`src/rtl/ssl_pkg.sv`:
```
package ssl_pkg;

   localparam int BYTE_W = 8;

   localparam logic [BYTE_W-1:0] ADR_RESET  = 8'h01;
   localparam logic [BYTE_W-1:0] ADR_CTRL_W = 8'h10;
   localparam logic [BYTE_W-1:0] ADR_CFG_W  = 8'h11;
   localparam logic [BYTE_W-1:0] ADR_STRM_W = 8'h12;
   localparam logic [BYTE_W-1:0] ADR_DEV_R  = 8'h20;
   localparam logic [BYTE_W-1:0] ADR_STRM_R = 8'h22;
   localparam logic [BYTE_W-1:0] ADR_MASK_R = 8'h6C;
   localparam logic [BYTE_W-1:0] ADR_MASK_W = 8'h6D;
   localparam logic [BYTE_W-1:0] ADR_STAT_R = 8'h7E;

   typedef enum logic [3:0] {
      SEL_NONE,
      SEL_RESET,
      SEL_CTRL_W,
      SEL_CFG_W,
      SEL_STRM_W,
      SEL_DEV_R,
      SEL_STRM_R,
      SEL_MASK_R,
      SEL_MASK_W,
      SEL_STAT_R
   } reg_sel_e;

endpackage

```
`src/rtl/ssl_decode.sv`:
```
module ssl_decode
   import ssl_pkg::*;
(
   input  logic [BYTE_W-1:0] addr_i,
   output reg_sel_e          sel_o
);

   always_comb begin
      case (addr_i)
         ADR_RESET:  sel_o = SEL_RESET;
         ADR_CTRL_W: sel_o = SEL_CTRL_W;
         ADR_CFG_W:  sel_o = SEL_CFG_W;
         ADR_STRM_W: sel_o = SEL_STRM_W;
         ADR_DEV_R:  sel_o = SEL_DEV_R;
         ADR_STRM_R: sel_o = SEL_STRM_R;
         ADR_MASK_R: sel_o = SEL_MASK_R;
         ADR_MASK_W: sel_o = SEL_MASK_W;
         ADR_STAT_R: sel_o = SEL_STAT_R;
         default:    sel_o = SEL_NONE;
      endcase
   end

endmodule

```
`src/rtl/ssl_shift.sv`:
```
module ssl_shift
   import ssl_pkg::*;
#(
   parameter int SYNC_STAGES = 2
) (
   input  logic              clk,
   input  logic              rst_n,
   input  logic              cs_n_i,
   input  logic              sclk_i,
   input  logic              mosi_i,
   output logic              miso_o,
   output logic              cs_act_o,
   output logic              byte_v_o,
   output logic [BYTE_W-1:0] byte_o,
   input  logic              tx_load_i,
   input  logic [BYTE_W-1:0] tx_byte_i
);

   localparam int CNT_W = $clog2(BYTE_W);
   localparam logic [CNT_W-1:0] LAST_BIT = CNT_W'(BYTE_W - 1);

   logic [SYNC_STAGES-1:0] cs_pipe, sck_pipe, sdi_pipe;
   logic cs_s, sck_s, sdi_s;

   generate
      if (SYNC_STAGES == 1) begin : g_sync_single
         always_ff @(posedge clk or negedge rst_n) begin
            if (!rst_n) begin
               cs_pipe  <= '1;
               sck_pipe <= '0;
               sdi_pipe <= '0;
            end else begin
               cs_pipe  <= cs_n_i;
               sck_pipe <= sclk_i;
               sdi_pipe <= mosi_i;
            end
         end
      end else begin : g_sync_chain
         always_ff @(posedge clk or negedge rst_n) begin
            if (!rst_n) begin
               cs_pipe  <= '1;
               sck_pipe <= '0;
               sdi_pipe <= '0;
            end else begin
               cs_pipe  <= {cs_pipe[SYNC_STAGES-2:0], cs_n_i};
               sck_pipe <= {sck_pipe[SYNC_STAGES-2:0], sclk_i};
               sdi_pipe <= {sdi_pipe[SYNC_STAGES-2:0], mosi_i};
            end
         end
      end
   endgenerate

   assign cs_s  = cs_pipe[SYNC_STAGES-1];
   assign sck_s = sck_pipe[SYNC_STAGES-1];
   assign sdi_s = sdi_pipe[SYNC_STAGES-1];

   logic              sck_q;
   logic              rise, fall;
   logic [CNT_W-1:0]  bit_cnt;
   logic [BYTE_W-2:0] rx_sh;
   logic [BYTE_W-1:0] tx_sh;
   logic              miso_q;
   logic              byte_v_q;
   logic [BYTE_W-1:0] byte_q;

   assign rise = !cs_s &&  sck_s && !sck_q;
   assign fall = !cs_s && !sck_s &&  sck_q;

   always_ff @(posedge clk or negedge rst_n) begin
      if (!rst_n) begin
         sck_q    <= 1'b0;
         bit_cnt  <= '0;
         rx_sh    <= '0;
         tx_sh    <= '0;
         miso_q   <= 1'b0;
         byte_v_q <= 1'b0;
         byte_q   <= '0;
      end else begin
         sck_q    <= sck_s;
         byte_v_q <= 1'b0;
         if (cs_s) begin
            bit_cnt <= '0;
            tx_sh   <= '0;
            miso_q  <= 1'b0;
         end else begin
            if (rise) begin
               if (bit_cnt == LAST_BIT) begin
                  byte_v_q <= 1'b1;
                  byte_q   <= {rx_sh, sdi_s};
                  bit_cnt  <= '0;
               end else begin
                  rx_sh   <= {rx_sh[BYTE_W-3:0], sdi_s};
                  bit_cnt <= bit_cnt + CNT_W'(1);
               end
            end
            if (tx_load_i) begin
               tx_sh <= tx_byte_i;
            end else if (fall) begin
               miso_q <= tx_sh[BYTE_W-1];
               tx_sh  <= {tx_sh[BYTE_W-2:0], 1'b0};
            end
         end
      end
   end

   assign miso_o   = miso_q;
   assign cs_act_o = !cs_s;
   assign byte_v_o = byte_v_q;
   assign byte_o   = byte_q;

endmodule

```
`src/rtl/ssl_regs.sv`:
```
module ssl_regs
   import ssl_pkg::*;
#(
   parameter int                IRQ_W     = 8,
   parameter int                BUF_DEPTH = 16,
   parameter logic [BYTE_W-1:0] CTRL_DEF  = '0,
   parameter logic [15:0]       CFG_DEF   = '0
) (
   input  logic              clk,
   input  logic              rst_n,
   input  logic              cs_act_i,
   input  logic              byte_v_i,
   input  logic [BYTE_W-1:0] byte_i,
   output logic [BYTE_W-1:0] cur_addr_o,
   input  reg_sel_e          sel_i,
   output logic              tx_load_o,
   output logic [BYTE_W-1:0] tx_byte_o,
   input  logic [15:0]       dev_word_i,
   output logic [BYTE_W-1:0] ctrl_o,
   output logic [15:0]       cfg_o,
   output logic              soft_rst_o,
   output logic              mask_we_o,
   output logic [IRQ_W-1:0]  mask_wd_o,
   input  logic [IRQ_W-1:0]  mask_i,
   input  logic [IRQ_W-1:0]  stat_i,
   output logic [IRQ_W-1:0]  stat_clr_o
);

   localparam int PTR_W = $clog2(BUF_DEPTH);

   logic [1:0]        byte_idx;
   logic [BYTE_W-1:0] addr_q;
   logic [BYTE_W-1:0] hi_q;
   logic [BYTE_W-1:0] dev_lo_q;
   logic [BYTE_W-1:0] ctrl_q;
   logic [15:0]       cfg_q;
   logic [PTR_W-1:0]  wr_ptr, rd_ptr;
   logic              addr_phase;
   logic              sbuf_we;
   logic [BUF_DEPTH-1:0][BYTE_W-1:0] sbuf_w;
   logic [BYTE_W-1:0] reply;

   assign addr_phase = (byte_idx == 2'd0);
   assign cur_addr_o = addr_phase ? byte_i : addr_q;
   assign sbuf_we    = byte_v_i && cs_act_i && !addr_phase && (sel_i == SEL_STRM_W);

   // Reply for the byte that follows the one just completed
   always_comb begin
      reply      = '0;
      soft_rst_o = 1'b0;
      stat_clr_o = '0;
      mask_we_o  = 1'b0;
      if (byte_v_i && cs_act_i) begin
         if (addr_phase) begin
            case (sel_i)
               SEL_DEV_R:  reply = dev_word_i[15:8];
               SEL_STRM_R: reply = sbuf_w[0];
               SEL_MASK_R: reply[IRQ_W-1:0] = mask_i;
               SEL_STAT_R: begin
                  reply[IRQ_W-1:0] = stat_i;
                  stat_clr_o       = stat_i;
               end
               SEL_RESET:  soft_rst_o = 1'b1;
               default:    reply = '0;
            endcase
         end else begin
            case (sel_i)
               SEL_DEV_R:  if (byte_idx == 2'd1) reply = dev_lo_q;
               SEL_STRM_R: reply = sbuf_w[rd_ptr];
               SEL_MASK_W: if (byte_idx == 2'd1) mask_we_o = 1'b1;
               default:    reply = '0;
            endcase
         end
      end
   end

   assign tx_load_o = byte_v_i && cs_act_i;
   assign tx_byte_o = reply;
   assign mask_wd_o = byte_i[IRQ_W-1:0];

   always_ff @(posedge clk or negedge rst_n) begin
      if (!rst_n) begin
         byte_idx <= '0;
         addr_q   <= '0;
         hi_q     <= '0;
         dev_lo_q <= '0;
         ctrl_q   <= CTRL_DEF;
         cfg_q    <= CFG_DEF;
         wr_ptr   <= '0;
         rd_ptr   <= '0;
      end else begin
         if (!cs_act_i) begin
            byte_idx <= '0;
         end else if (byte_v_i) begin
            if (byte_idx != 2'd3) byte_idx <= byte_idx + 2'd1;
            if (addr_phase) begin
               addr_q   <= byte_i;
               dev_lo_q <= dev_word_i[7:0];
               wr_ptr   <= '0;
               rd_ptr   <= PTR_W'(1);
            end else begin
               case (sel_i)
                  SEL_CTRL_W: if (byte_idx == 2'd1) ctrl_q <= byte_i;
                  SEL_CFG_W: begin
                     if (byte_idx == 2'd1)      hi_q  <= byte_i;
                     else if (byte_idx == 2'd2) cfg_q <= {hi_q, byte_i};
                  end
                  SEL_STRM_W: wr_ptr <= wr_ptr + PTR_W'(1);
                  SEL_STRM_R: rd_ptr <= rd_ptr + PTR_W'(1);
                  default: ;
               endcase
            end
         end
         if (soft_rst_o) begin
            ctrl_q <= CTRL_DEF;
            cfg_q  <= CFG_DEF;
         end
      end
   end

   generate
      for (genvar e = 0; e < BUF_DEPTH; e++) begin : g_sbuf
         logic [BYTE_W-1:0] ent_q;
         always_ff @(posedge clk or negedge rst_n) begin
            if (!rst_n)                                ent_q <= '0;
            else if (soft_rst_o)                       ent_q <= '0;
            else if (sbuf_we && wr_ptr == PTR_W'(e))   ent_q <= byte_i;
         end
         assign sbuf_w[e] = ent_q;
      end
   endgenerate

   assign ctrl_o = ctrl_q;
   assign cfg_o  = cfg_q;

endmodule

```
`src/rtl/ssl_irq.sv`:
```
module ssl_irq #(
   parameter int IRQ_W          = 8,
   parameter bit IRQ_ACTIVE_LOW = 1'b0
) (
   input  logic             clk,
   input  logic             rst_n,
   input  logic             soft_rst_i,
   input  logic [IRQ_W-1:0] evt_i,
   input  logic [IRQ_W-1:0] clr_i,
   input  logic             mask_we_i,
   input  logic [IRQ_W-1:0] mask_wd_i,
   output logic [IRQ_W-1:0] mask_o,
   output logic [IRQ_W-1:0] stat_o,
   output logic             irq_o
);

   logic [IRQ_W-1:0] mask_q;
   logic [IRQ_W-1:0] stat_q;
   logic             pend;

   always_ff @(posedge clk or negedge rst_n) begin
      if (!rst_n)          mask_q <= '0;
      else if (soft_rst_i) mask_q <= '0;
      else if (mask_we_i)  mask_q <= mask_wd_i;
   end

   generate
      for (genvar b = 0; b < IRQ_W; b++) begin : g_stat
         always_ff @(posedge clk or negedge rst_n) begin
            if (!rst_n)          stat_q[b] <= 1'b0;
            else if (soft_rst_i) stat_q[b] <= 1'b0;
            else                 stat_q[b] <= evt_i[b] | (stat_q[b] & ~clr_i[b]);
         end
      end
   endgenerate

   assign pend = |(stat_q & mask_q);

   generate
      if (IRQ_ACTIVE_LOW) begin : g_irq_low
         assign irq_o = !pend;
      end else begin : g_irq_high
         assign irq_o = pend;
      end
   endgenerate

   assign mask_o = mask_q;
   assign stat_o = stat_q;

endmodule

```
`src/rtl/reg_serial_slave.sv`:
```
module reg_serial_slave
   import ssl_pkg::*;
#(
   parameter int                IRQ_W          = 8,
   parameter int                BUF_DEPTH      = 16,
   parameter int                SYNC_STAGES    = 2,
   parameter bit                IRQ_ACTIVE_LOW = 1'b0,
   parameter logic [BYTE_W-1:0] CTRL_DEF       = 8'h00,
   parameter logic [15:0]       CFG_DEF        = 16'h0000
) (
   input  logic             clk,
   input  logic             rst_n,
   input  logic             cs_n_i,
   input  logic             sclk_i,
   input  logic             mosi_i,
   output logic             miso_o,
   input  logic [IRQ_W-1:0] evt_i,
   input  logic [15:0]      dev_word_i,
   output logic [7:0]       ctrl_o,
   output logic [15:0]      cfg_o,
   output logic             irq_o
);

   generate
      if (IRQ_W < 1 || IRQ_W > BYTE_W) begin : g_bad_irq_w
         $error("IRQ_W must lie between 1 and 8");
      end
      if (BUF_DEPTH < 2 || (BUF_DEPTH & (BUF_DEPTH - 1)) != 0) begin : g_bad_depth
         $error("BUF_DEPTH must be a power of two of at least 2");
      end
      if (SYNC_STAGES < 1 || SYNC_STAGES > 4) begin : g_bad_sync
         $error("SYNC_STAGES must lie between 1 and 4");
      end
   endgenerate

   logic              cs_act;
   logic              byte_v;
   logic [BYTE_W-1:0] byte_d;
   logic              tx_load;
   logic [BYTE_W-1:0] tx_byte;
   logic [BYTE_W-1:0] cur_addr;
   reg_sel_e          sel;
   logic              soft_rst;
   logic              mask_we;
   logic [IRQ_W-1:0]  mask_wd;
   logic [IRQ_W-1:0]  mask;
   logic [IRQ_W-1:0]  stat;
   logic [IRQ_W-1:0]  stat_clr;

   ssl_shift #(.SYNC_STAGES(SYNC_STAGES)) u_shift (
      .clk       (clk),
      .rst_n     (rst_n),
      .cs_n_i    (cs_n_i),
      .sclk_i    (sclk_i),
      .mosi_i    (mosi_i),
      .miso_o    (miso_o),
      .cs_act_o  (cs_act),
      .byte_v_o  (byte_v),
      .byte_o    (byte_d),
      .tx_load_i (tx_load),
      .tx_byte_i (tx_byte)
   );

   ssl_decode u_dec (
      .addr_i (cur_addr),
      .sel_o  (sel)
   );

   ssl_regs #(
      .IRQ_W     (IRQ_W),
      .BUF_DEPTH (BUF_DEPTH),
      .CTRL_DEF  (CTRL_DEF),
      .CFG_DEF   (CFG_DEF)
   ) u_regs (
      .clk        (clk),
      .rst_n      (rst_n),
      .cs_act_i   (cs_act),
      .byte_v_i   (byte_v),
      .byte_i     (byte_d),
      .cur_addr_o (cur_addr),
      .sel_i      (sel),
      .tx_load_o  (tx_load),
      .tx_byte_o  (tx_byte),
      .dev_word_i (dev_word_i),
      .ctrl_o     (ctrl_o),
      .cfg_o      (cfg_o),
      .soft_rst_o (soft_rst),
      .mask_we_o  (mask_we),
      .mask_wd_o  (mask_wd),
      .mask_i     (mask),
      .stat_i     (stat),
      .stat_clr_o (stat_clr)
   );

   ssl_irq #(
      .IRQ_W          (IRQ_W),
      .IRQ_ACTIVE_LOW (IRQ_ACTIVE_LOW)
   ) u_irq (
      .clk        (clk),
      .rst_n      (rst_n),
      .soft_rst_i (soft_rst),
      .evt_i      (evt_i),
      .clr_i      (stat_clr),
      .mask_we_i  (mask_we),
      .mask_wd_i  (mask_wd),
      .mask_o     (mask),
      .stat_o     (stat),
      .irq_o      (irq_o)
   );

endmodule

```
`config.mk`:
```
export PLATFORM = sky130hd
export DESIGN_NAME = reg_serial_slave
export DESIGN_NICKNAME = d
export VERILOG_FILES = /design/src/rtl/ssl_pkg.sv /design/src/rtl/ssl_decode.sv /design/src/rtl/ssl_shift.sv /design/src/rtl/ssl_regs.sv /design/src/rtl/ssl_irq.sv /design/src/rtl/reg_serial_slave.sv
export SDC_FILE = /design/constraint.sdc
export NUM_CORES = 1
export LEC_CHECK = 0
export ABC_AREA = 1
export CAP_MARGIN = 0
export CORE_ASPECT_RATIO = 1.5
export CORE_MARGIN = 10
export CORE_UTILIZATION = 45
export DETAILED_ROUTE_END_ITERATION = 10
export SYNTH_ARGS = -nofsm -noshare
export SYNTH_HDL_FRONTEND = slang
export SYNTH_SLANG_ARGS = --single-unit
```
`constraint.sdc`:
```
create_clock -name clk -period 3.83 [get_ports clk]
set_input_delay 0.766 -clock clk [delete_from_list [all_inputs] [get_ports clk]]
set_output_delay 0.766 -clock clk [all_outputs]
set_load 0.02 [all_outputs]
```
; After elaboration in Yosys (flattened, before gate mapping)
; Index checks and enable logic that the tools add are counted.
[word_totals]
inputBits = 29
wordCells = 279
output_inout_bits = 26
ff_bits = 237
[classes]
n_lt_le_gt_ge = 1
n_bitwise = 28
addsub = 4
reduce_logical = 70
muxes = 92
eq_ne = 41
[op_table]
columns = cell, count
row1 = $mux 8, 50
row2 = $mux 16, 7
row3 = $reduce_bool 2->1, 28
row4 = $eq 4x4->1 const B, 10
row5 = $pmux 4 s9, 1
row6 = $bmux 8 s4, 1
row7 = $eq 4x3->1 const B, 8
row8 = $pmux 8 s4, 1
row9 = $eq 8x5->1 const B, 3
row10 = $eq 8x7->1 const B, 3
row11 = $logic_and 1x1->1, 23
row12 = $mux 1, 21
row13 = $eq 4x2->1 const B, 4
row14 = $eq 8x6->1 const B, 2
row15 = $mux 4, 4
row16 = $pmux 8 s2, 1
row17 = $reduce_and 3->1, 5
row18 = $not 1->1, 11
row19 = $reduce_and 5->1, 2
row20 = $mux 3, 3
row21 = $add 4x1->4 const B, 2
row22 = $and 1x1->1, 8
row23 = $and 8x8->8, 1
row24 = $eq 4x1->1 const B, 2
row25 = 18 further kinds, 35

; Longest topological paths before layout
[depth]
ltp_word = 12
depth_mapped = 17
mapped_depth_nobuf = 15

; Cells and area by module
; Synthesis repeated with hierarchy kept, for this count alone.
[unflattened]
cells_unflattened = 1560
hier_area_um2 = 11751.3
[by_module_without_submodules]
columns = mod, area_each_um2, n_inst, cells_each
row1 = ssl_regs, 9387.8, 1, 1271
row2 = ssl_shift, 1491.4, 1, 162
row3 = ssl_irq, 690.7, 1, 83
row4 = ssl_decode, 181.4, 1, 44

; Least setup slack after synthesis
; Ideal clock, no wire load.
[synth_timing]
path_type = reg2reg
startpoint = reg u_regs.byte_idx[0]
endpoint = reg u_regs.g_sbuf[10].ent_q[7]
path_slack_ns = 1.658
setup_time_ns = 0.120
n_path_buf = 2
path_stages_with_launch = 18
arrival_ns = 2.052
required_time_ns = 3.710
cell_sequence = dfrtp_1 > inv_1 > ha_1 > inv_2 > buf_6 > nand2_1 > nand2_2 > inv_2 > nand2_2 > nor2_8 > nand2_2 > inv_2 > nand2_4 > o21ai_1 > inv_1 > buf_6 > nand2_1 > o21ai_2
[synth_via]
elab_chain_cells = 9
elab_cells_between_ends = 23
cone_classes = eq/ne (11) / mux (6) / reduce/logical (6)
[synth_rtl]
columns = element, line
row1 = "start, declared", ssl_regs.sv:31  ; logic [1:0] byte_idx;
row2 = "start signal, assigned", ssl_regs.sv:95  ; if (byte_idx != 2'd3) byte_idx <= byte_idx + 2'd1;
row3 = $logic_not 2->1 (*), ssl_regs.sv:43  ; assign addr_phase = (byte_idx == 2'd0);
row4 = $mux 8, ssl_regs.sv:44  ; assign cur_addr_o = addr_phase ? byte_i : addr_q;
row5 = "$eq 8x7->1, or another cell as far along", ssl_decode.sv:9  ; case (addr_i)
row6 = $pmux 4 s9, ssl_decode.sv:9
row7 = $eq 4x1->1, ssl_regs.sv:55  ; case (sel_i)
row8 = $mux 1, ssl_regs.sv:55
row9 = $mux 1, ssl_regs.sv:54  ; if (addr_phase) begin
row10 = $mux 1, ssl_regs.sv:53  ; if (byte_v_i && cs_act_i) begin
row11 = $mux 8 or $reduce_bool 2->1 (tied branches), n/a
row12 = "end signal, assigned", ssl_regs.sv:127  ; else if (sbuf_we && wr_ptr == PTR_W'(e)) ent_q <= byte_i;
row13 = "end, declared", ssl_regs.sv:123  ; logic [BYTE_W-1:0] ent_q;
; Mark *: on every way between the ends. The rest lies on a longest branch, timed or not.
; A chain may end at the register's enable or synchronous reset.

; Worst setup path after layout
[layout_timing]
startpoint = reg u_regs.byte_idx[0]
endpoint = reg u_irq.stat_q[4] (netlist: u_irq.stat_o[4])
[layout_via]
elab_chain_cells = 12
elab_cells_between_ends = 24
cone_classes = eq/ne (11) / mux (9) / bitwise (3) / reduce/logical (1)
[layout_rtl]
columns = element, line
row1 = $logic_not 2->1 (*), ssl_regs.sv:43
row2 = $mux 8, ssl_regs.sv:44
row3 = "$eq 8x7->1, or another cell as far along", ssl_decode.sv:9
row4 = $pmux 4 s9, ssl_decode.sv:9
row5 = $eq 4x4->1, ssl_regs.sv:55
row6 = $mux 8, ssl_regs.sv:55
row7 = $mux 8, ssl_regs.sv:54
row8 = $mux 8, ssl_regs.sv:53
row9 = $not 1->1, ssl_irq.sv:32  ; else stat_q[b] <= evt_i[b] | (stat_q[b] & ~clr_i[b]);
row10 = $and 1x1->1, ssl_irq.sv:32
row11 = $or 1x1->1, ssl_irq.sv:32
row12 = $mux 1 (*), ssl_irq.sv:31  ; else if (soft_rst_i) stat_q[b] <= 1'b0;
row13 = "end signal, assigned by index", ssl_irq.sv:32
row14 = "end, declared", ssl_irq.sv:18  ; logic [IRQ_W-1:0] stat_q;
; Marks and branches as above.

==> metrics.yaml <==
status: "complete, no violations"
dr_total_vias: 9405
hold_viol: 0
rr_worst_depth: 11
max_slew_margin: 0.231
cts_resized: 0
layout_common_cells: "nand2_1 (481), dfrtp_1 (234), nand3_1 (195)"
initial_core_util: 0.457
critPathLaunch: "u_regs.byte_idx[0]"
powerDensity_nw_per_um2: 382
io_pins: 55
dp_hpwl_mm: 21.9
coreArea_um2: 25100
drv_slew: 0
synthTopCellsByArea: "dfrtp_1 (51%), nand2_1 (16%), nand3_1 (8.5%)"
netlist_area_um2: 11500
grt_pass1_wl_mm: 51.9
synth_seq_cells: 237
drt_first_pass_iters: 5
place_congestion: 0.936
dieHeight_um: 215
nNetsFinal: 1477
cts_root_buf: "clkbuf_16"
final_common_cell: "nand2_1"
r2r_start: "u_regs.byte_idx[0]"
dieWidth_um: 150
yosysWarnings: 0
cts_made_buffers: 25
min_period_over_period: 0.835
worstPathArrival_ns: 3.61
finalClockSkew_ns: 0.0121
first_iter_violations: 778
diodes: 0
cts_buffer_depth: 3
grt_max_degree: 93
drv_cap: 0
synth_area_leader_cell: "dfrtp_1"
cts.htree.levels: 1
die_area_um2: 32400
avgSynthCellArea_um2: 8.10
fmax_mhz: 313
synth_cell_types: 39
cellLeakagePower_nw: 5.76
rows: 71
endpoint_kind: "flop"
ys_seq_area_frac: 0.518
period_needed_ns: 3.20
syn_to_final_growth_pct: 12.4
crit_fanout: 22
synth_top_cell_area_share: 0.513
path_class: "reg -> reg"
path_clk_slew_ns: 0.06
ff2ff_setup_slack_ns: 0.63
overflow: 0
grt_pass1_vias: 9255
clock_sinks: 237
syn_nets: 1453
worstSetupStartpointType: "flop"
drc: 0
worst_pin_slew_ns: 1.14
synthCells: 1413
cts_tree: "done"
p_total_mw: 4.92
final.setup.tns_ns: 0
hold_buffers: 0
antenna_found_initial: 0
worst_ir_drop_vdd_mv: 0.299
layout-drive-gt1-share: 0.0882
required_ns: 4.24
viasPerCell: 5.29
routedWlPerCell_um: 17.9
cts_setup_buffers: 0
clk_latency_ns: 0.54
ant_nets: 0
rsz0062_at_grt: "no"
min_path_type: "in -> async"
port_buffers: 54
drt_wl_total_mm: 31.9
hold-worst-slack_ns: 0.218
grt_use_total: 0.200
setup_viol: 0
## cell usage after synthesis, drive strengths merged
| cell type | count |
|---|---|
| nand2 | 492 |
| nor2 | 70 |
| o22ai | 2 |
| nor4 | 1 |
| a22o | 1 |
| o21ai | 188 |
| nand3b | 1 |
| and2 | 1 |
| mux2 | 1 |
| a211oi | 1 |
| dfrtp | 235 |
| nand3 | 198 |
| ha | 11 |
| o21bai | 2 |
| a21oi | 17 |
| dfstp | 2 |
| a221oi | 2 |
| xnor2 | 1 |
| nand4 | 22 |
| inv | 77 |
| nor3 | 4 |
| clkbuf | 30 |
| clkinv | 6 |
| buf | 48 |
## layer usage
layer	vias to the layer above	part of all wire	wire (µm)	global-route usage
met5	-	0	0	0
met4	0	0.051	1620	0.0958
met3	66	0.045	1430	0.0295
met2	246	0.49	15600	0.333
met1	4413	0.41	13200	0.246
li1	4680	-	-	-
## state kept, by name, summed over array words and instances, names as in the netlist, 3 cells and up
register             count
u_shift.tx_sh            8
u_regs.ctrl_o            8
u_shift.bit_cnt          3
u_irq.mask_o             8
u_irq.stat_o             8
u_regs.addr_q            8
u_regs.hi_q              8
u_regs.dev_lo_q          8
u_regs.g_sbuf.ent_q    128
u_regs.cfg_o            16
u_shift.rx_sh            7
u_regs.rd_ptr            4
u_regs.wr_ptr            4
u_shift.byte_o           8
## power breakdown
group	total, mW	switching [mW]	internal [mW]
clock	2.26	0.990	1.27
combinational	0.117	0.0763	0.0410
sequential	2.54	0.0169	2.53
total	4.92	1.08	3.84
## critical path, cell delays in order (launching register included)
cell	delay [ns]
dfrtp_1	0.40
inv_1	0.12
ha_1	0.70
inv_2	0.30
nand2_1	0.14
nand2_2	0.07
inv_2	0.07
nand2_2	0.09
nor2_1	0.57
nand3_2	0.32
a21oi_1	0.22
nor2_1	0.06
## cell type report
cell class | instances | area [µm²]
fillers | 2464 | 12200
flip-flops and latches | 237 | 5930
multi-input cells | 1015 | 4770
repair buffers | 75 | 716
clock buffers | 37 | 711
well taps | 328 | 410
inverters | 83 | 312
clock inverters | 4 | 26.3
## kinds of logic after synthesis
group | count (synthesis) | share of synthesized area
mux | 1 | 0.000983
buf+inv | 161 | 0.0661
flops | 237 | 0.518
xor+xnor | 1 | 0.000765
compound gates | 213 | 0.102
simple gates | 789 | 0.300
fa+ha+maj | 11 | 0.0120
## path summary, 6_finish.rpt
| path | end |
|---|---|
| max | u_irq.stat_o[4] |
| min | u_regs.cfg_o[6] |
| max reg2reg | u_irq.stat_o[4] |
| min reg2reg | u_shift.sck_pipe[1] |
| max in group asynchronous | u_regs.g_sbuf[4].ent_q[1] |
| min in group clk | u_shift.sck_pipe[1] |
## metrics by stage
step                       util  instances  area (µm²)  setup WS (ns)
after global placement    0.485       1738       12100          0.745
after detailed placement  0.485       1738       12100          0.663
final                     0.514       1779       12900          0.633
after CTS                 0.514       1779       12900          0.650
after global routing      0.514       1779       12900          0.269
after floorplan               -       1413       11500           1.66
Power figures use the tool's default switching activity.
